<file path="src/rtl/sam_pkg.sv">
package sam_pkg;

    typedef enum logic [1:0] {
        XK_READ   = 2'b00,
        XK_WRITE  = 2'b01,
        XK_PSEUDO = 2'b10,
        XK_RSVD   = 2'b11
    } xfer_kind_e;

    typedef enum logic {
        ST_INPUT  = 1'b0,
        ST_OUTPUT = 1'b1
    } port_state_e;

endpackage

</file>
<file path="src/rtl/sam_dir_fsm.sv">
module sam_dir_fsm
    import sam_pkg::*;
(
    input  logic       clk,
    input  logic       rst_n,
    input  logic       xfer_valid,
    input  logic [1:0] xfer_kind,
    output logic       xfer_take,
    output logic       drive_out
);

    port_state_e state_q, state_d;
    xfer_kind_e  kind;

    assign kind = xfer_kind_e'(xfer_kind);

    // state register
    always_ff @(posedge clk or negedge rst_n) begin
        if (!rst_n) state_q <= ST_INPUT;
        else        state_q <= state_d;
    end

    // next state and outputs
    always_comb begin
        state_d   = state_q;
        xfer_take = 1'b0;
        if (xfer_valid) begin
            unique case (kind)
                XK_READ:   begin state_d = ST_OUTPUT; xfer_take = 1'b1; end
                XK_WRITE:  begin state_d = ST_INPUT;  xfer_take = 1'b1; end
                XK_PSEUDO: begin state_d = ST_INPUT;  xfer_take = 1'b1; end
                XK_RSVD:   begin state_d = state_q;   xfer_take = 1'b0; end
                default:   begin state_d = state_q;   xfer_take = 1'b0; end
            endcase
        end
        drive_out = (state_q == ST_OUTPUT);
    end

    assert_read_xfer_R2: assert property (@(posedge clk) disable iff (!rst_n)
        (xfer_valid && xfer_kind == 2'b00) |=> drive_out);
    assert_write_xfer_R2: assert property (@(posedge clk) disable iff (!rst_n)
        (xfer_valid && (xfer_kind == 2'b01 || xfer_kind == 2'b10)) |=> !drive_out);
    assert_rsvd_hold_R3: assert property (@(posedge clk) disable iff (!rst_n)
        (xfer_valid && xfer_kind == 2'b11) |=> $stable(drive_out));

endmodule

</file>
<file path="src/rtl/sam_pointer.sv">
module sam_pointer #(
    parameter int DEPTH = 512,
    localparam int PTR_W = $clog2(DEPTH)
) (
    input  logic             clk,
    input  logic             rst_n,
    input  logic             load,
    input  logic [PTR_W-1:0] start,
    output logic [PTR_W-1:0] ptr,
    output logic             half
);

    localparam logic [PTR_W-1:0] LAST = PTR_W'(DEPTH - 1);
    localparam logic [PTR_W-1:0] HALF = PTR_W'(DEPTH / 2);

    logic [PTR_W-1:0] ptr_d;

    always_comb begin
        if (load)             ptr_d = start;
        else if (ptr == LAST) ptr_d = '0;
        else                  ptr_d = ptr + PTR_W'(1);
    end

    always_ff @(posedge clk or negedge rst_n) begin
        if (!rst_n) ptr <= '0;
        else        ptr <= ptr_d;
    end

    assign half = (ptr >= HALF);

    assert_load_start_R2: assert property (@(posedge clk) disable iff (!rst_n)
        load |=> ptr == $past(start));
    assert_wrap_R7: assert property (@(posedge clk) disable iff (!rst_n)
        (!load && ptr == LAST) |=> ptr == '0);
    assert_flag_rise_R8: assert property (@(posedge clk) disable iff (!rst_n)
        (!load && ptr == HALF - PTR_W'(1)) |=> half);
    assert_flag_fall_R8: assert property (@(posedge clk) disable iff (!rst_n)
        (!load && ptr == LAST) |=> !half);

endmodule

</file>
<file path="src/rtl/sam_store.sv">
module sam_store #(
    parameter int DEPTH = 512,
    parameter int WIDTH = 4,
    localparam int PTR_W = $clog2(DEPTH)
) (
    input  logic             clk,
    input  logic             rst_n,
    input  logic             rd_en,
    input  logic             wr_en,
    input  logic [PTR_W-1:0] addr,
    input  logic [WIDTH-1:0] wr_data,
    input  logic             ld_we,
    input  logic [PTR_W-1:0] ld_addr,
    input  logic [WIDTH-1:0] ld_data,
    output logic [WIDTH-1:0] rd_q
);

    logic [WIDTH-1:0] mem [DEPTH];
    logic             ld_clash;

    assign ld_clash = wr_en && (ld_addr == addr);

    // serial write overrides a same-address parallel load
    always_ff @(posedge clk) begin
        if (ld_we && !ld_clash) mem[ld_addr] <= ld_data;
        if (wr_en)              mem[addr]    <= wr_data;
    end

    // read returns contents from before this edge
    always_ff @(posedge clk or negedge rst_n) begin
        if (!rst_n)     rd_q <= '0;
        else if (rd_en) rd_q <= mem[addr];
    end

    assert_serial_wins_R9: assert property (@(posedge clk) disable iff (!rst_n)
        (wr_en && ld_we && ld_addr == addr) |=> mem[$past(addr)] == $past(wr_data));
    assert_no_rw_mix_R4: assert property (@(posedge clk) disable iff (!rst_n)
        !(rd_en && wr_en));

endmodule

</file>
<file path="src/rtl/sam_port_ctrl.sv">
module sam_port_ctrl #(
    parameter int DEPTH = 512,
    parameter int WIDTH = 4,
    localparam int PTR_W = $clog2(DEPTH)
) (
    input  logic             sc,
    input  logic             rst_n,
    input  logic             se_n,
    input  logic [WIDTH-1:0] sio_i,
    output logic [WIDTH-1:0] sio_o,
    output logic             sio_oe,
    input  logic             xfer_valid,
    input  logic [1:0]       xfer_kind,
    input  logic [PTR_W-1:0] xfer_start,
    input  logic             load_we,
    input  logic [PTR_W-1:0] load_addr,
    input  logic [WIDTH-1:0] load_data,
    output logic             half_flag
);

    logic             xfer_take;
    logic             drive_out;
    logic [PTR_W-1:0] ptr;
    logic             rd_en;
    logic             wr_en;
    logic [WIDTH-1:0] rd_q;

    sam_dir_fsm u_fsm (
        .clk        (sc),
        .rst_n      (rst_n),
        .xfer_valid (xfer_valid),
        .xfer_kind  (xfer_kind),
        .xfer_take  (xfer_take),
        .drive_out  (drive_out)
    );

    sam_pointer #(.DEPTH(DEPTH)) u_ptr (
        .clk   (sc),
        .rst_n (rst_n),
        .load  (xfer_take),
        .start (xfer_start),
        .ptr   (ptr),
        .half  (half_flag)
    );

    assign rd_en = drive_out && !xfer_take;
    assign wr_en = !drive_out && !xfer_take && !se_n;

    sam_store #(.DEPTH(DEPTH), .WIDTH(WIDTH)) u_store (
        .clk     (sc),
        .rst_n   (rst_n),
        .rd_en   (rd_en),
        .wr_en   (wr_en),
        .addr    (ptr),
        .wr_data (sio_i),
        .ld_we   (load_we),
        .ld_addr (load_addr),
        .ld_data (load_data),
        .rd_q    (rd_q)
    );

    assign sio_o  = rd_q;
    assign sio_oe = drive_out && !se_n;

    assert_se_gates_R6: assert property (@(posedge sc) disable iff (!rst_n)
        se_n |-> !sio_oe);
    assert_masked_no_store_R6: assert property (@(posedge sc) disable iff (!rst_n)
        se_n |-> !wr_en);

endmodule

</file>
<file path="config.mk">
export PLATFORM = sky130hd
export DESIGN_NAME = sam_port_ctrl
export DESIGN_NICKNAME = d
export VERILOG_FILES = /design/src/rtl/sam_pkg.sv /design/src/rtl/sam_dir_fsm.sv /design/src/rtl/sam_pointer.sv /design/src/rtl/sam_store.sv /design/src/rtl/sam_port_ctrl.sv
export SDC_FILE = /design/constraint.sdc
export NUM_CORES = 2
export LEC_CHECK = 0
export ABC_AREA = 1
export BUFFER_PORTS_ARGS = -buffer_cell sky130_fd_sc_hd__buf_2
export CAP_MARGIN = 20
export CORE_MARGIN = 3
export CORE_UTILIZATION = 32
export DETAILED_ROUTE_END_ITERATION = 8
export PLACE_DENSITY = 0.43
export SETUP_SLACK_MARGIN = 0.1
export SYNTH_ARGS = -nofsm -noshare
export SYNTH_HDL_FRONTEND = slang
export SYNTH_SLANG_ARGS = --single-unit
</file>
<file path="constraint.sdc">
create_clock -name sc -period 2.36 [get_ports sc]
set_input_delay 0.236 -clock sc [delete_from_list [all_inputs] [get_ports sc]]
set_output_delay 0.236 -clock sc [all_outputs]
set_load 0.02 [all_outputs]
</file>
==> results.txt <==
The maximum clock insertion buffer count is 4. In this run switching power makes up 32.5% of total power. The library cell used as clock root buffer was sky130_fd_sc_hd__clkbuf_16. The total routing resource utilization after global routing was 27.5%. 39 I/O pins were placed. By count the netlist is led by sky130_fd_sc_hd__nand2_1 (4,196), sky130_fd_sc_hd__o21ai_0 (3,462), sky130_fd_sc_hd__edfxtp_1 (2,048). The checks that failed: negative setup slack.

The post-route minimum period was 2.95 ns. The first detailed-routing pass took 7 iterations. TritonCTS created 239 clock buffers. The top cell type's share of synthesized area was 56.2%; the number of vias in the routed layout was 101,588. Counting every sink on the clock net gives 2,062.

In this run the power spent charging and discharging nets is 33,800 uW. The worst path arrival time came out at 3.82 ns. The net count of the finished layout is 14,152.

Dividing the final minimum period by the clock period gives 125%. The die covers 349,000 um^2. The routed length per placed instance works out to 26.4 um. The average instance in the mapped netlist occupies 8.25 um^2. The run gives 128,000 um^2 as the cell area after placement. For the worst setup path, the data required time is 3.23 ns. The most used flip-flop cell after synthesis is sky130_fd_sc_hd__edfxtp_1. The proportion of synthesized chip area in sequential cells was 56.6%; the routed wire length on met2 was 223 mm. The clock network accounts for 35.2% of the total power.

The internal power of the cells totals 70,300 uW. Critical path class: flip-flop to flip-flop. Headroom to the max-slew limit came out at 42.1%.

The deepest level of the CTS H-tree was 4. Timing would allow up to 0.339 GHz. The worst-skew pair later-pin latency was 0.96 ns. After clock tree synthesis, the clock-pin slew on the worst setup and hold paths is 0.06 ns. IR analysis of the VDD net gives a maximum drop of 624 uV. STA classifies the critical path startpoint as a flip-flop.

After detailed routing, the number of remaining DRC violations is 0. The number of different library cells used by synthesis comes to 30. The worst register-to-register path begins at u_ptr.ptr[0]$_DFF_PN0_. The number of nets still failing antenna checks after routing is 0, and the combinational cell fraction of total power is 25.8%. The initial utilization of the core area, before any placement, comes to 32.2%.

The number of setup violations in the final report was 4,107. Synthesis handed over a netlist of 13,247 instances. The run gives 340,000 um^2 as the core area. The tool flagged a number of max-cap violations equal to 0. Cells with a size suffix above 1 make up 20.8% of the layout. After synthesis the netlist holds a flip-flop and latch count of 2,062. For the leftover overflow at the end of global routing, the log shows 0. In this run the core area contains 214 standard-cell rows.

Sort of element at the end of the critical path: a flip-flop. The measured slew at the worst slew-check pin was 0.869 ns; the total detailed-routing wirelength was 497 mm. The number of enable flip-flop cells after synthesis works out to 2,048. Setup repair after global routing could not meet its margin everywhere. The via density per instance is 5.39, and the layout overhead on the synthesized area is 31.2%. After detailed routing, the wire length on met1 is 211 mm. The tools report the fraction of power consumed by sequential logic as 39.0%. The power per standard cell area was 725 nW/um^2. The class of the tightest hold or removal check was input port to asynchronous set/reset pin. The floorplan step set the die height to 591 um.

In this run the tool buffered the top-level ports with 38 buffer cells. The top fanout value on the critical path came out at 18. The placed wire-length estimate is 322 mm, and the final weighted congestion in routability-driven placement is 0.898.

The first global-routing pass estimated 703 mm of wire. The finished cells cover 143,000 um^2. The number of antenna violations at the first check in global routing is 16. Yosys printed 0 warnings. The largest total area in the synthesized netlist belongs to sky130_fd_sc_hd__edfxtp_1. Hold timing on the final database bottoms out at a slack of 0.195 ns. TritonCTS built the clock tree.

The launching element of the worst setup path is u_ptr.ptr[0]$_DFF_PN0_. In this run the static leakage power is 0.0574 uW. The via count of the first global-routing pass is 98,606. The post-layout utilization of the core was 42.2%. By area the synthesized netlist is led by sky130_fd_sc_hd__edfxtp_1 (56%), sky130_fd_sc_hd__o21ai_0 (16%), sky130_fd_sc_hd__nand2_1 (14%).

The count of endpoints failing hold in the final timing report was 0. Counting every net in the synthesized netlist gives 13,286. For this block, the initial DRC count from the detailed router was 11,343. In the detailed route, the total length drawn on met3 is 41.2 mm.

Max-slew violation total from the final report: 0. The clock arrives with 0.0493 ns of skew. Summing every instance area after synthesis gives 109,000 um^2.

Entering global routing, the biggest net connects 83 pins. Width of the die: 591 um. The most common cell in the synthesized netlist is sky130_fd_sc_hd__nand2_1. The flow ran to the end, but the final reports show violations. The final critical-path setup slack is -0.591 ns, and the fraction of registers with async set/reset is 0.679%. The highest metal layer with signal wires is met5.
[cells in the final DEF (no fill, tap or decap), types with 197 or more instances in the layout]
master | netlist | layout
sky130_fd_sc_hd__edfxtp_1 | 2048 | 2048
sky130_fd_sc_hd__o21ai_1 | 156 | 318
sky130_fd_sc_hd__clkbuf_16 | 0 | 251
sky130_fd_sc_hd__nand2_1 | 4196 | 3915
sky130_fd_sc_hd__inv_1 | 202 | 197
sky130_fd_sc_hd__buf_12 | 0 | 420
sky130_fd_sc_hd__buf_4 | 17 | 986
sky130_fd_sc_hd__o21ai_0 | 3462 | 2801
sky130_fd_sc_hd__nor2_1 | 1903 | 1780
sky130_fd_sc_hd__nand2_2 | 38 | 215
sky130_fd_sc_hd__o21ai_2 | 0 | 328
[layout make-up]
type,count,area (um^2)
repair buffers,1639,19700
clock buffers,295,6250
well taps,4536,5680
diodes,7,17.5
repair inverters,1,20.0
flip-flops and latches,2062,61900
fillers,33429,197000
clock inverters,142,1120
multi-input cells,9953,48000
inverters,217,876
[routing by layer]
layer / track usage (%) / up-vias
li1: - / 46776
met1: 38.0 / 49220
met2: 43.7 / 4745
met3: 4.14 / 843
met4: 10.2 / 4
met5: 0 / -
[critical path, stage by stage, from the launching register on]
cell                      delay, ns
sky130_fd_sc_hd__dfrtp_4       0.54
sky130_fd_sc_hd__buf_12        0.18
sky130_fd_sc_hd__inv_16        0.12
sky130_fd_sc_hd__buf_8         0.13
sky130_fd_sc_hd__buf_12        0.15
sky130_fd_sc_hd__buf_12        0.17
sky130_fd_sc_hd__buf_12        0.16
sky130_fd_sc_hd__nor2_1        0.04
sky130_fd_sc_hd__o21ai_0       0.22
sky130_fd_sc_hd__nand2_1       0.18
sky130_fd_sc_hd__nand2_1       0.16
sky130_fd_sc_hd__nor2_4        0.07
sky130_fd_sc_hd__nor2_1        0.22
sky130_fd_sc_hd__nor2_1        0.08
sky130_fd_sc_hd__nand2_1       0.08
sky130_fd_sc_hd__nand2_2       0.09
sky130_fd_sc_hd__nand2_1       0.08
sky130_fd_sc_hd__nor2_1        0.04
sky130_fd_sc_hd__a21oi_1       0.16
[logic make-up (layout without fill, tap and decap cells)]
kind of cell    count (synthesis)  in the layout  synth area share, %
compound gates               3645           3645                 16.7
other cells                     0              7                    0
buf+inv                      1244           2294                 4.68
simple gates                 6279           6291                 21.9
xor+xnor                       11             11               0.0881
fa+ha+maj                       6              6               0.0687
flops                        2062           2062                 56.6
[power groups by stage]
stage	Sequential [uW]	Clock [uW]	Combinational, uW
finish	40600	36600	26900
global route	40600	38600	28700
CTS	40600	37100	26300
detailed placement	41400	0	24000
global placement	41400	0	24000
floorplan	41200	0	11600
[per-stage QoR]
stage,instances,total power (uW),setup WS [ns],setup TNS [ns]
after global placement,18203,65400,-1.23,-1866.24
after detailed placement,18203,65300,-1.05,-1956.59
after global routing,18848,108000,-0.698,-1703.46
after CTS,18818,104000,-0.511,-1315.74
after floorplan,13247,52800,-0.0342,-36.45
final,18852,104000,-0.591,-1372.90
[registers in the layout (all words and copies together), names as in the netlist]
signal,count
u_store.rd_q,4
u_ptr.ptr,9
u_fsm.drive_out,1
u_store.mem,2048
[what timing repair did]
item / 4_1_cts / 5_1_grt
pin swaps: 129 / 41
gates cloned: 54 / 8
buffers inserted: 96 / 19
hold buffers: 31 / 0
endpoints found under the hold margin: 210 / 0
resized for setup: 1086 / 269
setup endpoints to repair: 4108 / 4108
[final timing paths]
kind	to	slack, ns	cells past startpoint
worst max-delay path	u_store.rd_q[1]$_DFFE_PN0P_	-0.59	18
worst min-delay path	u_fsm.drive_out$_DFFE_PN0P_	0.20	3
worst max register to register	u_store.rd_q[1]$_DFFE_PN0P_	-0.59	18
worst min register to register	u_store.rd_q[1]$_DFFE_PN0P_	0.79	2
max in group asynchronous	u_ptr.ptr[1]$_DFF_PN0_	1.73	4
min in group sc	u_store.mem[175][3]$_DFFE_PP_	0.25	6
No activity file was read; power rests on OpenSTA's default activity.
